--- src/rtl/por_pkg.sv ---
package por_pkg;

    typedef enum logic {
        HOLD_FREE = 1'b0,
        HOLD_HELD = 1'b1
    } hold_state_e;

endpackage

--- src/rtl/por_mr_sync.sv ---
module por_mr_sync #(
    parameter int STAGES = 2
) (
    input  logic clk,
    input  logic arst_n,
    input  logic din,
    output logic dout
);

    typedef struct packed {
        logic [STAGES-1:0] chain;
    } sync_t;

    sync_t s_d, s_q;

    always_comb begin
        s_d = s_q;
        s_d.chain[0] = din;
        for (int i = 1; i < STAGES; i++) begin
            s_d.chain[i] = s_q.chain[i-1];
        end
    end

    always_ff @(posedge clk or negedge arst_n) begin
        if (!arst_n) begin
            s_q <= '{chain: '1};
        end else begin
            s_q <= s_d;
        end
    end

    assign dout = s_q.chain[STAGES-1];

endmodule

--- src/rtl/por_mr_filter.sv ---
module por_mr_filter #(
    parameter int MIN_PULSE = 4
) (
    input  logic clk,
    input  logic arst_n,
    input  logic sync_n,
    output logic man_act
);

    localparam int            PW_W = $clog2(MIN_PULSE + 1);
    localparam logic [PW_W-1:0] FULL = PW_W'(MIN_PULSE);

    typedef struct packed {
        logic [PW_W-1:0] lo_cnt;
    } filt_t;

    filt_t f_d, f_q;

    always_comb begin
        f_d = f_q;
        if (sync_n) begin
            f_d.lo_cnt = '0;
        end else if (f_q.lo_cnt != FULL) begin
            f_d.lo_cnt = f_q.lo_cnt + 1'b1;
        end
    end

    always_ff @(posedge clk or negedge arst_n) begin
        if (!arst_n) begin
            f_q <= '{lo_cnt: '0};
        end else begin
            f_q <= f_d;
        end
    end

    assign man_act = (f_q.lo_cnt == FULL);

endmodule

--- src/rtl/por_hold_ctrl.sv ---
module por_hold_ctrl
    import por_pkg::*;
#(
    parameter int HOLD_TICKS = 200,
    parameter int CNT_W      = $clog2(HOLD_TICKS + 1)
) (
    input  logic             clk,
    input  logic             arst_n,
    input  logic             tick,
    input  logic             hold_req,
    output logic             rst_on,
    output logic [CNT_W-1:0] cnt
);

    localparam logic [CNT_W-1:0] LAST = CNT_W'(HOLD_TICKS - 1);

    typedef struct packed {
        hold_state_e      st;
        logic [CNT_W-1:0] cnt;
    } hold_t;

    hold_t h_d, h_q;

    always_comb begin
        h_d = h_q;
        if (hold_req) begin
            h_d.st  = HOLD_HELD;
            h_d.cnt = '0;
        end else if (h_q.st == HOLD_HELD && tick) begin
            if (h_q.cnt == LAST) begin
                h_d.st  = HOLD_FREE;
                h_d.cnt = '0;
            end else begin
                h_d.cnt = h_q.cnt + 1'b1;
            end
        end
    end

    always_ff @(posedge clk or negedge arst_n) begin
        if (!arst_n) begin
            h_q <= '{st: HOLD_HELD, cnt: '0};
        end else begin
            h_q <= h_d;
        end
    end

    assign rst_on = (h_q.st == HOLD_HELD);
    assign cnt    = h_q.cnt;

endmodule

--- src/rtl/por_hold_gen.sv ---
module por_hold_gen #(
    parameter int HOLD_TICKS  = 200,
    parameter int MIN_PULSE   = 4,
    parameter int SYNC_STAGES = 2
) (
    input  logic clk,
    input  logic arst_n,
    input  logic tick,
    input  logic supply_ok,
    input  logic man_rst_n,
    output logic rst_out_n,
    output logic rst_out
);

    localparam int CNT_W = $clog2(HOLD_TICKS + 1);

    logic             man_sync_n;
    logic             man_act;
    logic             hold_req;
    logic             rst_on;
    logic [CNT_W-1:0] hold_cnt;

    por_mr_sync #(
        .STAGES(SYNC_STAGES)
    ) u_sync (
        .clk   (clk),
        .arst_n(arst_n),
        .din   (man_rst_n),
        .dout  (man_sync_n)
    );

    por_mr_filter #(
        .MIN_PULSE(MIN_PULSE)
    ) u_filt (
        .clk    (clk),
        .arst_n (arst_n),
        .sync_n (man_sync_n),
        .man_act(man_act)
    );

    assign hold_req = !supply_ok || man_act;

    por_hold_ctrl #(
        .HOLD_TICKS(HOLD_TICKS),
        .CNT_W     (CNT_W)
    ) u_hold (
        .clk     (clk),
        .arst_n  (arst_n),
        .tick    (tick),
        .hold_req(hold_req),
        .rst_on  (rst_on),
        .cnt     (hold_cnt)
    );

    assign rst_out   = rst_on;
    assign rst_out_n = ~rst_on;

endmodule

--- config.mk ---
export PLATFORM = sky130hd
export DESIGN_NAME = por_hold_gen
export DESIGN_NICKNAME = d
export VERILOG_FILES = /design/src/rtl/por_pkg.sv /design/src/rtl/por_mr_sync.sv /design/src/rtl/por_mr_filter.sv /design/src/rtl/por_hold_ctrl.sv /design/src/rtl/por_hold_gen.sv
export SDC_FILE = /design/constraint.sdc
export NUM_CORES = 1
export LEC_CHECK = 0
export ABC_CLOCK_PERIOD_IN_PS = 1600
export CAP_MARGIN = 20
export CORE_MARGIN = 2
export CORE_UTILIZATION = 45
export CTS_CLUSTER_DIAMETER = 40
export CTS_CLUSTER_SIZE = 14
export DETAILED_ROUTE_END_ITERATION = 10
export PLACE_DENSITY = 0.65
export REMOVE_ABC_BUFFERS = 1
export SETUP_SLACK_MARGIN = 0.02
export SYNTH_ARGS = -nofsm -noshare
export SYNTH_HDL_FRONTEND = slang
export SYNTH_SLANG_ARGS = --single-unit
--- constraint.sdc ---
create_clock -name clk -period 1.6 [get_ports clk]
set_input_delay 0.24 -clock clk [delete_from_list [all_inputs] [get_ports clk]]
set_output_delay 0.24 -clock clk [all_outputs]
set_load 0.02 [all_outputs]
Word level (Yosys, flattened, before mapping)
Index checks and enable logic that the tools add are counted.
- register bits: 14
- latch bits: 0
- memory bits (writable): 0
- ROM bits: 0
- input port bits: 5
- logic and storage cells: 23
- memories: 0
- $add $sub $neg: 2
- $mul: 0
- div/mod/pow operators: 0
- magnitude comparators: 0
- equal/unequal tests: 3
- shifts and indexed selects: 0
- multiplexer cells: 6
- bitwise logic cells: 1
- reductions and logical operators: 7
- operators by type and width (cell ; number):
    9-bit 2-to-1 mux ; 2
    8-bit by 1-bit adder with 8-bit output (second input constant) ; 1
    8-bit == test (second input constant) ; 1
    8-bit 2-to-1 mux ; 1
    3-bit 2-to-1 mux ; 2
    2-bit nonzero test ; 3
    3-bit by 1-bit adder with 3-bit output (second input constant) ; 1
    3-bit == test (second input constant) ; 1
    3-bit != test (second input constant) ; 1
    2-bit AND reduction ; 1
    1-bit logical AND ; 1
    1-bit logical NOT ; 1
    1-bit logical OR ; 1
    1-bit 2-to-1 mux ; 1
    1-bit inverter ; 1

Logic depth before layout (Yosys ltp)
Gate-level depths: netlist (run 1).
- depth after elaboration: 4
- depth in mapped cells: 6

Modules after synthesis
A second synthesis (run 1) with hierarchy kept.
- cell total of the unflattened synthesis: 69
- area total of the unflattened synthesis: 703.2 um^2
- by module, submodules not included (module ; instances ; cells each ; area an instance (um^2) ; seq. area each (um^2)):
    por_hold_ctrl ; 1 ; 48 ; 464.2 ; 226.5
    por_mr_filter ; 1 ; 17 ; 176.4 ; 75.1
    por_mr_sync ; 1 ; 2 ; 52.6 ; 52.6
    por_hold_gen ; 1 ; 2 ; 10.0 ; 0.0

Worst setup path before layout (run 1)
Ideal clock, no wire load.
- path kind: reg2reg
- start: register u_hold.h_q (netlist bit u_hold.rst_on)
- end: register u_hold.h_q (netlist bit u_hold.cnt[6])
- library setup time: 0.124 ns
- data arrival time: 1.277 ns
- data required time: 1.476 ns
- slack: 0.199 ns
- cell stages (with the launch flop): 5
- buffers on the path: 0
- clock period less this slack: 1.401 ns
- cell sequence: dfstp_2 > nand2_4 > a2111oi_4 > xnor2_1 > nor2_2
- longest elaborated chain between the ends: 2
- RTL lines (what ; line ; text):
    start: declaration ; por_hold_ctrl.sv:22 ; hold_t h_d, h_q;
    start signal: assignment ; por_hold_ctrl.sv:41 ; h_q <= '{st: HOLD_HELD, cnt: '0};
    1-bit logical AND ; por_hold_ctrl.sv:29 ; end else if (h_q.st == HOLD_HELD && tick) begin
    2-bit nonzero test (no line) ; - ;
Every way passes these cells.
A chain may end at the register's enable or synchronous reset.

Worst setup path after layout (run 1)
- start: register u_hold.h_q (netlist bit u_hold.rst_on)
- end: output port rst_out_n
- longest elaborated chain between the ends: 1
- RTL lines (what ; line ; text):
    1-bit inverter ; por_hold_gen.sv:56 ; assign rst_out_n = ~rst_on;
    end: declaration ; por_hold_gen.sv:11 ; output logic rst_out_n,
Every way passes these cells.

==> results of run 1 <==
[cell usage after synthesis, drive strengths merged (2+ instances only)]
master,number
o21ai,2
dfstp,3
a21oi,5
a211oi,2
inv,5
nand4,3
nand2,10
nand3,4
dfrtp,11
ha,3
nor2,11
xnor2,6
[repair_timing]
action                     CTS  global route
buffers inserted             0             0
setup endpoints to repair    2             5
resized for setup            2             3
hold endpoints to repair     0             0
cloned                       0             0
[through the flow]
stage | instances | cell area (sq um) | setup slack (ps)
after detailed placement | 97 | 823 | 29.6
after global routing | 101 | 862 | 43.4
after global placement | 97 | 823 | 40.7
final | 101 | 862 | 104
after CTS | 101 | 847 | 87.4
after floorplan | 70 | 706 | 199
[power breakdown]
part           internal [uW]  leakage (uW)  switching (uW)
Combinational           44.7      0.000170            52.3
Sequential               372      0.000181            16.8
Clock                   96.8     0.0000150             111
Total                    514      0.000367             181
[critical path, cell delays in order (launching register included)]
cell,delay [ps]
dfstp_2,600
inv_1,70
dlygate4sd2_1,320
[area by class of cell]
cell class | count | share of cell area [%]
Sequential cell | 14 | 41.1
Multi-Input combinational cell | 51 | 40.3
Timing Repair Buffer | 11 | 11.0
Clock buffer | 4 | 3.05
Tap cell | 16 | 2.32
Inverter | 5 | 2.18
[per-layer routing]
| layer | vias up | routed length (microns) |
|---|---|---|
| met5 | - | 0 |
| met4 | 0 | 38 |
| met3 | 4 | 46 |
| met2 | 8 | 554 |
| met1 | 249 | 607 |
| li1 | 269 | - |
[logic make-up after synthesis]
| family | share of synthesized area (%) |
|---|---|
| AND/OR/NAND/NOR | 20.0 |
| flip-flops | 50.2 |
| AO/OA/AOI/OAI | 13.1 |
| XOR/XNOR | 8.69 |
| buffers and inverters | 2.66 |
| adder cells (fa/ha/maj) | 5.32 |
[final timing paths]
kind	to	slack (ps)	cells after the start
setup / recovery	rst_out_n	100	2
hold / removal	u_filt.f_q[2]	250	2
setup reg to reg	u_hold.cnt[6]	150	6
hold reg to reg	u_sync.s_q[1]	370	0
max in group asynchronous	u_sync.s_q[1]	1110	2
min in group clk	u_sync.s_q[0]	360	1
[flip-flops by register name, summed over array words and instances (netlist names)]
name,cells
u_sync.s_q,2
u_hold.rst_on,1
u_hold.cnt,8
u_filt.f_q,3
[placed cells by master, fill, tap and decap left out, types with 2 or more instances in the layout]
cell,count
dfstp_2,3
dfrtp_1,11
clkdlybuf4s50_1,4
a21oi_1,5
ha_1,2
nor2_1,10
inv_1,5
clkbuf_4,3
dlygate4sd2_1,2
buf_4,5
nand3_1,4
xnor2_1,6
nand4_1,3
nand2_1,9
==> impl_metrics.tcl, run 1 <==
set metrics [dict create \
    synth.distinct_cells 20 \
    initialDrtViolationCount 7 \
    antenna_found_initial 0 \
    critPathKind "reg2out" \
    ys.flop_type "dfrtp_1" \
    hp-class "in2async" \
    crit_path_start_kind "flip-flop" \
    wl_per_cell_microns 12.3 \
    initial_core_util_pct 47.4 \
    core-area_sq_um 1490 \
    grt_pass1_wl_microns 2380 \
    use_met2_pct 25.3 \
    peakVddDrop_uv 397 \
    fin_nets 94 \
    fin_skew_ps 5.08 \
    grt.total_usage_pct 17.8 \
    busiest_layer "met2" \
    drive_gt1_share_pct 21.2 \
    end_kind "primary output" \
    use_met3_pct 5.42 \
    fin_total_pwr_uw 694 \
    avgSynthCellArea_sq_um 10.1 \
    clk_pin_slew_ps 80 \
    cts_hold_buf 0 \
    crit_required_ps 1360 \
    grt_use_met1_pct 22.5 \
    yosysTopAreaCell "dfrtp_1" \
    ys_top_cells_by_area "dfrtp_1, dfstp_2, xnor2_1" \
    pin_count 7 \
    io_buffers 6 \
    fin_tns_setup_ps 0 \
    yosysWarnings 0 \
    setup_violations 0 \
    row_count 14 \
    clockBufferDepth 2 \
    drt-total-wl_microns 1250 \
    r2r-start "u_filt.f_q[0]" \
    synth_top_area_share_pct 39.0 \
    power_density_nw_per_um2 806 \
    antennaDiodeCount 0 \
    leakage_uw 0.000367 \
    drtPass1Iterations 4 \
    holdWs_ps 251 \
    chipWidth_microns 43.6 \
    status "completed" \
    cp-startpoint "u_hold.rst_on" \
    dpl.hpwl_microns 966 \
    antenna_left 0 \
    num_vias 530 \
    report.final.slew_viol_count 0 \
    htreeDepth 1 \
    root_buffer "clkbuf_4" \
    hold_viol 0 \
    arrival_ps 1260 \
    drc_errors 0 \
    syn_area_sq_um 706 \
    die-height_microns 43.6 \
    yosys_register_bits 14 \
    first_global_vias 574 \
    finalCriticalPeriod_ps 1500 \
    timing.final.crit_share_pct 93.5 \
    gp_congestion 0.768 \
    fillers 137 \
    regArea_sq_um 354 \
    multi_input_area_sq_um 348 \
    viasPerCell 5.25 \
    numCtsBuffers 3 \
    rsz0062_at_grt "false" \
    numClockSinks 14 \
    slew_headroom_pct 80.8 \
    grt_overflow 0 \
    cp_max_fo 5 \
    fp.dieArea_sq_um 1900 \
    final_util_pct 57.9 \
    ys_seq_area_share_pct 50.2 \
    tightest_slew_ps 287 \
    synth_edf_count 0 \
    syn_inst 70 \
    syn_to_final_growth_pct 22.2 \
    synth-async-reset-ratio_pct 100 \
    tritoncts "yes" \
    clkLatencyLatePin_ps 280 \
    fmax_mhz 668 \
    grt_max_degree 15 \
    max_cap_violations 0 \
]
No activity file was read; power rests on OpenSTA's default activity.
==> run 2, diff against run 1 <==
--- a/config.mk
+++ b/config.mk
@@ -5,7 +5,7 @@
 export SDC_FILE = /design/constraint.sdc
 export NUM_CORES = 1
 export LEC_CHECK = 0
-export ABC_CLOCK_PERIOD_IN_PS = 1600
+export ABC_CLOCK_PERIOD_IN_PS = 1800
 export CAP_MARGIN = 20
 export CORE_MARGIN = 2
 export CORE_UTILIZATION = 45
@@ -15,6 +15,7 @@
 export PLACE_DENSITY = 0.65
 export REMOVE_ABC_BUFFERS = 1
 export SETUP_SLACK_MARGIN = 0.02
+export SKIP_CTS_REPAIR_TIMING = 1
 export SYNTH_ARGS = -nofsm -noshare
 export SYNTH_HDL_FRONTEND = slang
 export SYNTH_SLANG_ARGS = --single-unit
==> constraint.sdc (replaced) <==
create_clock -name clk -period 1.8 [get_ports clk]
set_input_delay 0.27 -clock clk [delete_from_list [all_inputs] [get_ports clk]]
set_output_delay 0.27 -clock clk [all_outputs]
set_load 0.02 [all_outputs]
==> run 2 against run 1 <==
Effect of this change: total power decreased by 13%; sequential share of layout area increased by 2.3 points; clock power decreased by 12%; via count decreased by 4.5%; combinational power decreased by 25%; setup slack improved by 63 ps; register-to-register slack improved by 20 ps; global-route usage decreased by 2.1 points; largest cell class unchanged; largest power group unchanged.
==> impl_metrics.tcl, run 2 (synthesis gave the netlist of run 1 again) <==
set metrics [dict create \
    fin_tns_setup_ps 0 \
    syn_to_final_growth_pct 15.8 \
    grt.total_usage_pct 15.7 \
    crit_path_start_kind "flip-flop" \
    pin_count 7 \
    viasPerCell 5.27 \
    critPathKind "reg2reg" \
    die-height_microns 43.6 \
    numClockSinks 14 \
    peakVddDrop_uv 451 \
    chipWidth_microns 43.6 \
    fp.dieArea_sq_um 1900 \
    drc_errors 0 \
    setup_violations 0 \
    clockBufferDepth 2 \
    hold_viol 0 \
    wl_per_cell_microns 12.7 \
    leakage_uw 0.000355 \
    slew_headroom_pct 59.9 \
    final_common_cell "dfrtp_1" \
    drt-total-wl_microns 1220 \
    timing.final.crit_share_pct 90.8 \
    end_kind "flip-flop" \
    antennaDiodeCount 0 \
    max_cap_violations 0 \
    clk_pin_slew_ps 90 \
    preCtsSetupSlack_ps 136 \
    power_density_nw_per_um2 736 \
    clkLatencyLatePin_ps 270 \
    htreeDepth 1 \
    arrival_ps 1780 \
    fin_skew_ps 13.7 \
    grt_pass1_wl_microns 2190 \
    fin_ws_ps 166 \
    gp_congestion 0.795 \
    cp_max_fo 7 \
    fmax_mhz 612 \
    numCtsBuffers 3 \
    initial_core_util_pct 47.4 \
    dpl.hpwl_microns 903 \
    core-area_sq_um 1490 \
    grt_overflow 0 \
    status "completed" \
    root_buffer "clkbuf_4" \
    row_count 14 \
    final_cell_mix "dfrtp_1, nor2_1, nand2_1" \
    initialDrtViolationCount 17 \
    antenna_left 0 \
    hp-class "reg2reg" \
    fillers 126 \
    crit_required_ps 1940 \
    drtPass1Iterations 4 \
    report.final.slew_viol_count 0 \
    first_global_vias 527 \
    rsz0062_at_grt "false" \
    largest_reg_flops 8 \
    drive_gt1_share_pct 13.8 \
    num_vias 506 \
    io_buffers 6 \
    fin_nets 89 \
    tightest_slew_ps 600 \
    tritoncts "yes" \
    grt_max_degree 15 \
    antenna_found_initial 0 \
    finalCriticalPeriod_ps 1630 \
]
-- run 2: worst max-delay path: stages, from the launching register on --
cell and delay, ps:
dfrtp_1 410, inv_1 60, ha_1 240, a21boi_2 390
a211oi_1 160, xnor2_1 190, nor2_1 60
-- run 2: report_power, final --
part           switching (uW)  internal (uW)
clock                    98.1           85.6
combinational            42.9           29.8
sequential               13.9            331
total                     155            446
-- run 2: per-layer routing --
| layer | vias up | share of wire [%] | global-route usage, % |
|---|---|---|---|
| li1 | 260 | - | - |
| met1 | 234 | 48 | 19.6 |
| met2 | 10 | 46 | 26.5 |
| met3 | 2 | 4.3 | 2.50 |
| met4 | 0 | 1.6 | 7.27 |
| met5 | - | 0 | 0 |
-- run 2: stage by stage --
stage          hold WS (ps)  cells  power (uW)  cell area (sq um)  util [%]
2_1_floorplan         -25.6     70         396                706         -
3_3_place_gp            346     92         421                786      52.8
3_5_place_dp            349     92         425                786      52.8
4_1_cts                 361     96         608                812      54.5
5_1_grt                 367     96         636                817      54.9
6_report                359     96         601                817      54.9
-- run 2: area by class of cell --
type / instances / area, sq um / share of cell area, %
tap: 16 / 20.0 / 2.45
timing repair buffer: 6 / 65.1 / 7.96
sequential: 14 / 354 / 43.3
multi-input combinational: 51 / 333 / 40.7
inverter: 5 / 18.8 / 2.30
clock buffer: 4 / 26.3 / 3.22
-- run 2: path summary, 6_finish.rpt --
path                            depth (start not counted)  slack [ps]           from       endpoint
worst max-delay path                                    6         170  u_filt.f_q[0]  u_hold.cnt[7]
worst min-delay path                                    0         360  u_sync.s_q[0]  u_sync.s_q[1]
worst max register to register                          6         170  u_filt.f_q[0]  u_hold.cnt[7]
worst min register to register                          0         360  u_sync.s_q[0]  u_sync.s_q[1]
max in group asynchronous                               1        1030         arst_n  u_hold.cnt[3]
min in group asynchronous                               1         370         arst_n  u_hold.cnt[1]
